--- src/rtl/spi_eng_pkg.sv ---
// Shared definitions for the SPI byte shifter.
package spi_eng_pkg;
    // Sequencer states
    typedef enum logic [1:0] {
        ST_IDLE  = 2'd0,
        ST_FETCH = 2'd1,
        ST_SHIFT = 2'd2,
        ST_TAIL  = 2'd3
    } eng_state_e;
endpackage

--- src/rtl/spi_eng_halfper.sv ---
// Half-period timer. Counts system clocks while run_i is high and emits
// tick_o on the last clock of each half period (limit_i+1 clocks long).
// Assumes limit_i is constant while run_i is high.
module spi_eng_halfper #(
    parameter int HALF_W = 8
) (
    input  logic              clk,
    input  logic              rst_n,
    input  logic              run_i,
    input  logic [HALF_W-1:0] limit_i,
    output logic              tick_o
);
    logic [HALF_W-1:0] cnt_q;

    // Count up to limit_i, restart on wrap or when stopped.
    always_ff @(posedge clk) begin
        if (!rst_n || !run_i) begin
            cnt_q <= '0;
        end else if (cnt_q == limit_i) begin
            cnt_q <= '0;
        end else begin
            cnt_q <= cnt_q + 1'b1;
        end
    end

    assign tick_o = run_i && (cnt_q == limit_i);

    AST_HALF_GAP: assert property (@(posedge clk) disable iff (!rst_n)
        (tick_o && run_i && limit_i != '0) |=> !tick_o);
endmodule

--- src/rtl/spi_eng_shreg.sv ---
// Byte shift registers for both directions. The transmit register is
// loaded once per byte and shifted toward the output end. The receive
// register takes in one bit per sample strobe. Bit order is selected by
// msb_first_i. Assumes load_i and shift_i never coincide.
module spi_eng_shreg #(
    parameter int W = 8
) (
    input  logic         clk,
    input  logic         rst_n,
    input  logic         load_i,
    input  logic [W-1:0] load_data_i,
    input  logic         shift_i,
    input  logic         sample_i,
    input  logic         msb_first_i,
    input  logic         miso_i,
    output logic         mosi_o,
    output logic [W-1:0] rx_cur_o,
    output logic [W-1:0] rx_next_o
);
    logic [W-1:0] tx_q;
    logic [W-1:0] rx_q;

    // Transmit register: load a new byte or move one bit toward the output.
    always_ff @(posedge clk) begin
        if (!rst_n) begin
            tx_q <= '0;
        end else if (load_i) begin
            tx_q <= load_data_i;
        end else if (shift_i) begin
            tx_q <= msb_first_i ? {tx_q[W-2:0], 1'b0} : {1'b0, tx_q[W-1:1]};
        end
    end

    assign mosi_o    = msb_first_i ? tx_q[W-1] : tx_q[0];
    assign rx_next_o = msb_first_i ? {rx_q[W-2:0], miso_i} : {miso_i, rx_q[W-1:1]};
    assign rx_cur_o  = rx_q;

    // Receive register: take in one bit per sample strobe.
    always_ff @(posedge clk) begin
        if (!rst_n) begin
            rx_q <= '0;
        end else if (sample_i) begin
            rx_q <= rx_next_o;
        end
    end

    AST_LOAD_SHIFT_EXCL: assert property (@(posedge clk) disable iff (!rst_n)
        !(load_i && shift_i));
endmodule

--- src/rtl/spi_shift_engine.sv ---
// SPI byte shifter top. It latches the mode at start. For each byte it
// fetches a transmit byte, then runs 2*BYTE_W serial clock edges whose
// spacing comes from the half-period timer. After the last byte it holds
// one closing half period before returning to idle. Assumes the receive
// FIFO always accepts a push.
module spi_shift_engine #(
    parameter int HALF_W = 8,
    parameter int CNT_W  = 11,
    parameter int BYTE_W = 8
) (
    input  logic              clk,
    input  logic              rst_n,
    input  logic              start_i,
    input  logic [CNT_W-1:0]  byte_cnt_i,
    input  logic [HALF_W-1:0] half_per_i,
    input  logic              cpol_i,
    input  logic              cpha_i,
    input  logic              msb_first_i,
    input  logic              tx_en_i,
    input  logic              rx_en_i,
    output logic              idle_o,
    input  logic [BYTE_W-1:0] tx_data_i,
    input  logic              tx_valid_i,
    output logic              tx_ready_o,
    output logic [BYTE_W-1:0] rx_data_o,
    output logic              rx_valid_o,
    output logic              sclk_o,
    output logic              mosi_o,
    input  logic              miso_i
);
    import spi_eng_pkg::*;

    localparam int EDGES  = 2 * BYTE_W;
    localparam int EDGE_W = $clog2(EDGES);

    eng_state_e        state_q;
    logic [HALF_W-1:0] half_q;
    logic              cpol_q, cpha_q, msb_q, txe_q, rxe_q;
    logic [CNT_W-1:0]  left_q;
    logic [EDGE_W-1:0] edge_q;
    logic              sclk_q;
    logic [BYTE_W-1:0] rx_data_q;
    logic              rx_valid_q;

    logic              run, tick, edge_tick, leading, last_edge, take;
    logic              do_shift, do_sample;
    logic [BYTE_W-1:0] rx_cur, rx_next;

    assign run       = (state_q == ST_SHIFT) || (state_q == ST_TAIL);
    assign edge_tick = tick && (state_q == ST_SHIFT);
    assign leading   = ~edge_q[0];
    assign last_edge = (edge_q == EDGE_W'(EDGES - 1));
    assign take      = (state_q == ST_FETCH) && (!txe_q || tx_valid_i);
    assign do_shift  = edge_tick && (cpha_q ? (leading && edge_q != '0)
                                            : (!leading && !last_edge));
    assign do_sample = edge_tick && (cpha_q ? !leading : leading);

    spi_eng_halfper #(.HALF_W(HALF_W)) u_halfper (
        .clk     (clk),
        .rst_n   (rst_n),
        .run_i   (run),
        .limit_i (half_q),
        .tick_o  (tick)
    );

    spi_eng_shreg #(.W(BYTE_W)) u_shreg (
        .clk         (clk),
        .rst_n       (rst_n),
        .load_i      (take),
        .load_data_i (txe_q ? tx_data_i : '0),
        .shift_i     (do_shift),
        .sample_i    (do_sample),
        .msb_first_i (msb_q),
        .miso_i      (miso_i),
        .mosi_o      (mosi_o),
        .rx_cur_o    (rx_cur),
        .rx_next_o   (rx_next)
    );

    // Sequencer: start acceptance, byte fetch, edge generation, closing half period.
    always_ff @(posedge clk) begin
        if (!rst_n) begin
            state_q <= ST_IDLE;
            half_q  <= '0;
            cpol_q  <= 1'b0;
            cpha_q  <= 1'b0;
            msb_q   <= 1'b0;
            txe_q   <= 1'b0;
            rxe_q   <= 1'b0;
            left_q  <= '0;
            edge_q  <= '0;
            sclk_q  <= 1'b0;
        end else begin
            case (state_q)
                ST_IDLE: begin
                    sclk_q <= cpol_i;
                    if (start_i && byte_cnt_i != '0) begin
                        half_q  <= half_per_i;
                        cpol_q  <= cpol_i;
                        cpha_q  <= cpha_i;
                        msb_q   <= msb_first_i;
                        txe_q   <= tx_en_i;
                        rxe_q   <= rx_en_i;
                        left_q  <= byte_cnt_i;
                        state_q <= ST_FETCH;
                    end
                end
                ST_FETCH: begin
                    if (take) begin
                        edge_q  <= '0;
                        state_q <= ST_SHIFT;
                    end
                end
                ST_SHIFT: begin
                    if (edge_tick) begin
                        sclk_q <= ~sclk_q;
                        edge_q <= edge_q + 1'b1;
                        if (last_edge) begin
                            left_q  <= left_q - 1'b1;
                            state_q <= (left_q == CNT_W'(1)) ? ST_TAIL : ST_FETCH;
                        end
                    end
                end
                default: begin
                    if (tick) begin
                        state_q <= ST_IDLE;
                    end
                end
            endcase
        end
    end

    // Receive push: present the completed byte for one cycle after its last edge.
    always_ff @(posedge clk) begin
        if (!rst_n) begin
            rx_valid_q <= 1'b0;
            rx_data_q  <= '0;
        end else begin
            rx_valid_q <= edge_tick && last_edge && rxe_q;
            if (edge_tick && last_edge) begin
                rx_data_q <= cpha_q ? rx_next : rx_cur;
            end
        end
    end

    assign idle_o     = (state_q == ST_IDLE);
    assign tx_ready_o = (state_q == ST_FETCH) && txe_q;
    assign rx_valid_o = rx_valid_q;
    assign rx_data_o  = rx_data_q;
    assign sclk_o     = sclk_q;

    AST_READY_BUSY: assert property (@(posedge clk) disable iff (!rst_n)
        tx_ready_o |-> (txe_q && !idle_o));
    AST_RX_ENABLED: assert property (@(posedge clk) disable iff (!rst_n)
        rx_valid_o |-> rxe_q);
    AST_RX_SINGLE: assert property (@(posedge clk) disable iff (!rst_n)
        rx_valid_o |=> !rx_valid_o);
    AST_STALL_LEVEL: assert property (@(posedge clk) disable iff (!rst_n)
        (state_q == ST_FETCH) |-> (sclk_o == cpol_q));
    AST_BUSY_IGNORE: assert property (@(posedge clk) disable iff (!rst_n)
        (!idle_o && start_i && !edge_tick) |=> $stable(left_q));
    AST_START_ACCEPT: assert property (@(posedge clk) disable iff (!rst_n)
        (idle_o && start_i && byte_cnt_i != '0) |=> !idle_o);
    AST_ZERO_COUNT: assert property (@(posedge clk) disable iff (!rst_n)
        (idle_o && start_i && byte_cnt_i == '0) |=> idle_o);
endmodule

--- config.mk ---
export PLATFORM = sky130hd
export DESIGN_NAME = spi_shift_engine
export DESIGN_NICKNAME = d
export VERILOG_FILES = /design/src/rtl/spi_eng_pkg.sv /design/src/rtl/spi_eng_halfper.sv /design/src/rtl/spi_eng_shreg.sv /design/src/rtl/spi_shift_engine.sv
export SDC_FILE = /design/constraint.sdc
export NUM_CORES = 1
export LEC_CHECK = 0
export ABC_AREA = 1
export BUFFER_PORTS_ARGS = -buffer_cell sky130_fd_sc_hd__buf_2
export CORE_ASPECT_RATIO = 0.9
export CORE_MARGIN = 5
export CORE_UTILIZATION = 60
export DETAILED_ROUTE_END_ITERATION = 8
export PLACE_DENSITY_LB_ADDON = 0.12
export SYNTH_ARGS = -nofsm -noshare
export SYNTH_HDL_FRONTEND = slang
export SYNTH_SLANG_ARGS = --single-unit
--- constraint.sdc ---
create_clock -name clk -period 4.7 [get_ports clk]
set_input_delay 0.47 -clock clk [delete_from_list [all_inputs] [get_ports clk]]
set_output_delay 0.47 -clock clk [all_outputs]
set_load 0.02 [all_outputs]
# [Word-level counts from Yosys, hierarchy flattened]
# Index checks and enable logic that the tools add are counted.
[word_totals] regBits=63 output_inout_bits=13 word_cells=85
[classes] addsub=3 n_eq_ne=10 n_mux=25 n_bitwise=2 n_reduce_logical=31
[ops] operator="$mux 8" count=6
[ops] operator="$mux 11" count=3
[ops] operator="$pmux 11 s2" count=1
[ops] operator="$mux 2" count=6
[ops] operator="$eq 11x1->1 const B" count=1
[ops] operator="$logic_and 1x1->1" count=11
[ops] operator="$reduce_bool 11->1" count=1
[ops] operator="$sub 11x1->11 const B" count=1
[ops] operator="$add 8x1->8 const B" count=1
[ops] operator="$eq 8x8->1" count=1
[ops] operator="$mux 4" count=2
[ops] operator="$pmux 4 s2" count=1
[ops] operator="$reduce_bool 4->1" count=2
[ops] operator="$ne 2x2->1 const B" count=3
[ops] operator="$pmux 2 s3" count=1
[ops] operator="$reduce_bool 2->1" count=3
[ops] operator="$reduce_and 5->1" count=1
[ops] operator="$add 4x1->4 const B" count=1
[ops] operator="$eq 2x2->1 const B" count=2
[ops] operator="$eq 4x4->1 const B" count=1
[ops] operator="$logic_not 1->1" count=4
[ops] operator="$mux 1" count=4
[ops] operator="$reduce_and 2->1" count=2
[ops] operator="$reduce_and 4->1" count=1
[ops] operator="8 further kinds" count=11

# [Longest topological paths before layout]
[logic_depth] word_depth=7 ltp_mapped=13 depth_no_buf=12

# [Modules after synthesis]
# A second synthesis with hierarchy kept.
[unflattened] hier_cells=553 area_unflattened_um2=3585.9
[by_module_without_submodules] mod="spi_shift_engine" instances=1 cells_per_inst=341 area_per_inst_um2=2218.4 seq_area_each_um2=780.7
[by_module_without_submodules] mod="spi_eng_shreg" instances=1 cells_per_inst=138 area_per_inst_um2=855.8 seq_area_each_um2=320.3
[by_module_without_submodules] mod="spi_eng_halfper" instances=1 cells_per_inst=74 area_per_inst_um2=511.7 seq_area_each_um2=160.2

# [Least setup slack after synthesis]
# OpenSTA, ideal clock, no wires.
[synth_timing] path_type="flip-flop to flip-flop" startpoint="register state_q[0]" endpoint="register left_q[10]" arrival_time_ns=1.550 required_time_ns=4.584 setup_slack_ns=3.034 path_stages_with_launch=9 path_buffers=1 period_less_slack_ns=1.666 cell_sequence="dfxtp_1 inv_1 ha_1 or2_2 nand2_4 nor2_4 buf_6 o21ai_0 nor2_1"
[synth_rtl] element="start: declaration" line="spi_shift_engine.sv:36" source="eng_state_e state_q;"
[synth_rtl] element="start signal: assignment" line="spi_shift_engine.sv:120" source="state_q <= (left_q == CNT_W'(1)) ? ST_TAIL : ST_FETCH;"
[synth_rtl] element="$logic_not 2->1 (*)"
[synth_rtl] element="net idle_o" line="spi_shift_engine.sv:21" source="output logic idle_o,"
[synth_rtl] element="$ne 2x1->1 (no line) / $reduce_bool 2->1 (equally long branches)"
[synth_rtl] element="$reduce_and 4->1 (no line)"
[synth_rtl] element="end signal: assignment" line="spi_shift_engine.sv:104" source="left_q <= byte_cnt_i;"
[synth_rtl] element="end signal: assignment" line="spi_shift_engine.sv:119" source="left_q <= left_q - 1'b1;"
[synth_rtl] element="end: declaration" line="spi_shift_engine.sv:39" source="logic [CNT_W-1:0] left_q;"
# Mark *: on every way through the listed nets, which the timed path passes. The rest lies on a longest branch.
# A chain may end at the register's enable or synchronous reset.

# [Worst setup path in the final report]
[layout_timing] startpoint="register state_q[0]" endpoint="register edge_q[0]"
[layout_via] elab_chain_len=6
[layout_rtl] element="$eq 2x2->1 (on tied branches)" line="spi_shift_engine.sv:49, spi_shift_engine.sv:50, spi_shift_engine.sv:94"
[layout_rtl] element="$logic_or 1x1->1" line="spi_shift_engine.sv:49" source="assign run = (state_q == ST_SHIFT) || (state_q == ST_TAIL);"
[layout_rtl] element="$logic_and 1x1->1" line="spi_eng_halfper.sv:26" source="assign tick_o = run_i && (cnt_q == limit_i);"
[layout_rtl] element="$logic_and 1x1->1" line="spi_shift_engine.sv:50" source="assign edge_tick = tick && (state_q == ST_SHIFT);"
[layout_rtl] element="$ne 2x2->1 (no line)"
[layout_rtl] element="$reduce_and 3->1 (no line)"
[layout_rtl] element="end signal: assignment" line="spi_shift_engine.sv:117" source="edge_q <= edge_q + 1'b1;"
[layout_rtl] element="end: declaration" line="spi_shift_engine.sv:40" source="logic [EDGE_W-1:0] edge_q;"
# Several ways; a longest one is shown, not always the timed one.

==> impl_metrics.py <==
metrics = {
    "clocking": {
        "insertion_delay_ns": 0.34,
        "hold_buffers": 0,
        "numCtsBuffers": 9,
        "cts-root-buf": "clkbuf_8",
        "post_cts_buffers": 0,
        "clockBufferDepth": 2,
        "htreeDepth": 3,
        "cts_tree": "yes",
        "cts-resized-gates": 0,
        "clock_sinks": 63,
        "clkSlewWorstSetupHoldPaths_ns": 0.07,
    },
    "route": {
        "wire_per_inst_um": 12.6,
        "via_per_inst": 5.40,
        "wl_um": 7670,
        "dr.first_iter.drc_count": 139,
        "first_pass_iters": 6,
        "drc": 0,
        "vias": 3296,
        "ant_nets": 0,
    },
    "synthesis": {
        "synth_cell_types": 36,
        "synth_edf_count": 0,
        "synth-compound-area-share": 0.225,
        "synth_top_area_frac": 0.371,
        "synth_xor_area_frac": 0.0206,
        "synth_nets": 543,
        "synth.yosys.seq_area_share": 0.371,
        "synth_cells": 496,
        "synth_flop_cell": "dfxtp_1",
        "synth_area_um2": 3400,
        "yosys_warnings": 0,
        "synth_top_cells_by_count": "81 x nand2_1, 73 x o21ai_0, 67 x nor2_1, 63 x dfxtp_1, 58 x inv_1",
        "synthSimpleGateAreaFrac": 0.246,
        "synth_mux_area_frac": 0,
        "synth_top_family_by_area": "simple AND/OR/NAND/NOR gates",
        "synth.largest_area_cell": "dfxtp_1",
        "synth.most_common_cell": "nand2_1",
        "async_reset_ff_frac": 0,
        "ys_ff_latch": 63,
        "syn_avg_cell_area_um2": 6.86,
        "synth_fa_ha_area_frac": 0.0368,
        "synthTopCellsByArea": "dfxtp_1 37%, o21ai_0 11%, nand2_1 8.9%",
    },
    "cells_and_area": {
        "syn_to_final_growth_pct": 13.0,
        "fin_cells": 610,
        "final_cell_area_um2": 3840,
        "drive_gt1_frac": 0.156,
        "diodes": 0,
        "nets": 583,
    },
    "placed_design": {
        "hpwl_um": 5290,
        "placed_cell_area_um2": 3630,
        "dp_cells": 595,
        "portBuffers": 49,
        "gp_congestion": 0.886,
    },
    "setup_path": {
        "critical_path.max_stage_delay_ns": 0.72,
        "critPathKind": "reg -> reg",
        "path_cells": "inv_1, ha_1, inv_1, o21ai_2, nand2_1, o21ai_0, a21oi_1",
        "worstPathRequired_ns": 4.93,
        "cp.arrival_ns": 2.65,
        "crit_top_cell": "inv_1",
        "worstPathBufferInverterCount": 2,
        "crit_path_start_kind": "register",
        "endpoint_kind": "register",
        "crit_slowest_cell": "ha_1",
        "crit_fanout": 24,
        "critical-path-top-delay-family": "adder cells",
    },
    "floorplan": {
        "num_rows": 26,
        "fp.dieH_um": 81.5,
        "fp.dieW_um": 89.4,
        "fp.coreArea_um2": 5600,
        "top_level_ports": 50,
        "die_area_um2": 7280,
        "start_util": 0.608,
    },
    "run_status": {
        "status": "complete, no violations",
    },
    "sta": {
        "timing.setup.tns_ns": 0,
        "fin_skew_ns": 0.00567,
        "worst_pin_slew_ns": 0.861,
        "slew_headroom": 0.425,
        "hold_viol": 0,
        "post-route-period-util": 0.515,
        "drv_slew": 0,
        "period_minus_slack_ns": 2.42,
        "max_freq_mhz": 413,
        "setup_violations": 0,
        "grt_setup_unrepaired": "no",
    },
    "global_routing": {
        "antenna_found_initial": 0,
        "grt_pass1_vias": 2963,
        "grt_pass1_wl_um": 12800,
        "track_usage": 0.223,
        "grt_overflow": 0,
        "grt_max_degree": 53,
    },
    "power": {
        "max-vdd-ir-drop_mv": 0.319,
        "powerDensity_nw_per_um2": 581,
        "p_leak_nw": 1.72,
    },
    "min_path": {
        "hp-class": "in -> reg",
    },
    "run": {
        "max-cap-violations": 0,
    },
}
[cells by family (layout without fill, tap and decap cells)]
family	count (synthesis)	after routing
xor gates and xnor gates	8	8
adders and majority gates	10	10
and+or+nand+nor	193	193
AOI/OAI and AO/OA	139	139
buffers and inverters	83	127
DFF	63	63
[worst min-delay path, stage by stage]
cell and delay [ns]:
buf_2 0.07, o21ai_0 0.07, a21oi_1 0.10
[final timing paths]
| kind | startpoint | endpoint | slack (ns) | depth (start not counted) |
|---|---|---|---|---|
| setup / recovery | state_q[0] | edge_q[0] | 2.28 | 7 |
| hold / removal | half_per_i[4] | half_q[4] | 0.40 | 3 |
| setup reg to reg | state_q[0] | edge_q[0] | 2.28 | 7 |
| hold reg to reg | rxe_q | rx_valid_o | 0.46 | 2 |
[sequential cells by signal (all words and copies together), names as in the netlist]
signal / count
rxe_q: 1
txe_q: 1
u_shreg.rx_cur_o: 8
rx_valid_o: 1
msb_q: 1
cpha_q: 1
sclk_o: 1
edge_q: 4
rx_data_o: 8
u_shreg.tx_q: 8
half_q: 8
u_halfper.cnt_q: 8
state_q: 2
left_q: 11
[stage by stage]
stage	worst slack (ns)	hold slack [ns]	power, mW	util
after floorplan	3.03	0.424	1.55	-
after global placement	2.46	0.439	1.69	0.648
after detailed placement	2.36	0.444	1.72	0.648
after CTS	2.33	0.394	2.23	0.687
after global routing	2.08	0.398	2.42	0.687
final	2.28	0.399	2.23	0.687
[cells in the final DEF (no fill, tap or decap), types with 2 or more instances in the layout]
master    instances
a32o_1            6
nor3b_1           2
dfxtp_1          63
xnor2_1           4
o21a_1            2
inv_2             4
nor3_1            4
nand3_1          21
a21oi_2           3
nand4_1           5
buf_2            49
nor2_1           67
clkbuf_8         13
o31ai_1           4
o21ai_0          73
o21ai_1           2
a21oi_1          45
nand2_2           3
or2_2             2
inv_1            58
nand2_1          81
nand2_4           2
ha_1             10
nor2_4            3
xor2_1            4
[per-layer routing]
metal	wire (um)	track usage	part of all wire	vias up
met5	0	0	0	-
met4	69	0.0640	0.0090	0
met3	447	0.0652	0.058	7
met2	3590	0.376	0.47	87
met1	3560	0.275	0.46	1494
li1	-	-	-	1708
[area by class of cell]
cell class | instances | area (um2)
Clock inverter | 2 | 37.5
Clock buffer | 13 | 179
Sequential cell | 63 | 1260
Multi-Input combinational cell | 350 | 1800
Fill cell | 496 | 1750
Tap cell | 70 | 87.6
Timing Repair Buffer | 49 | 245
Inverter | 63 | 236
[power by group]
group	total (mW)	internal (mW)	leakage, nW	switching [mW]
Sequential	0.774	0.659	0.515	0.115
Clock	0.506	0.300	0.108	0.206
Combinational	0.953	0.316	1.10	0.637
Total	2.23	1.27	1.72	0.958
Power figures use the tool's default switching activity.
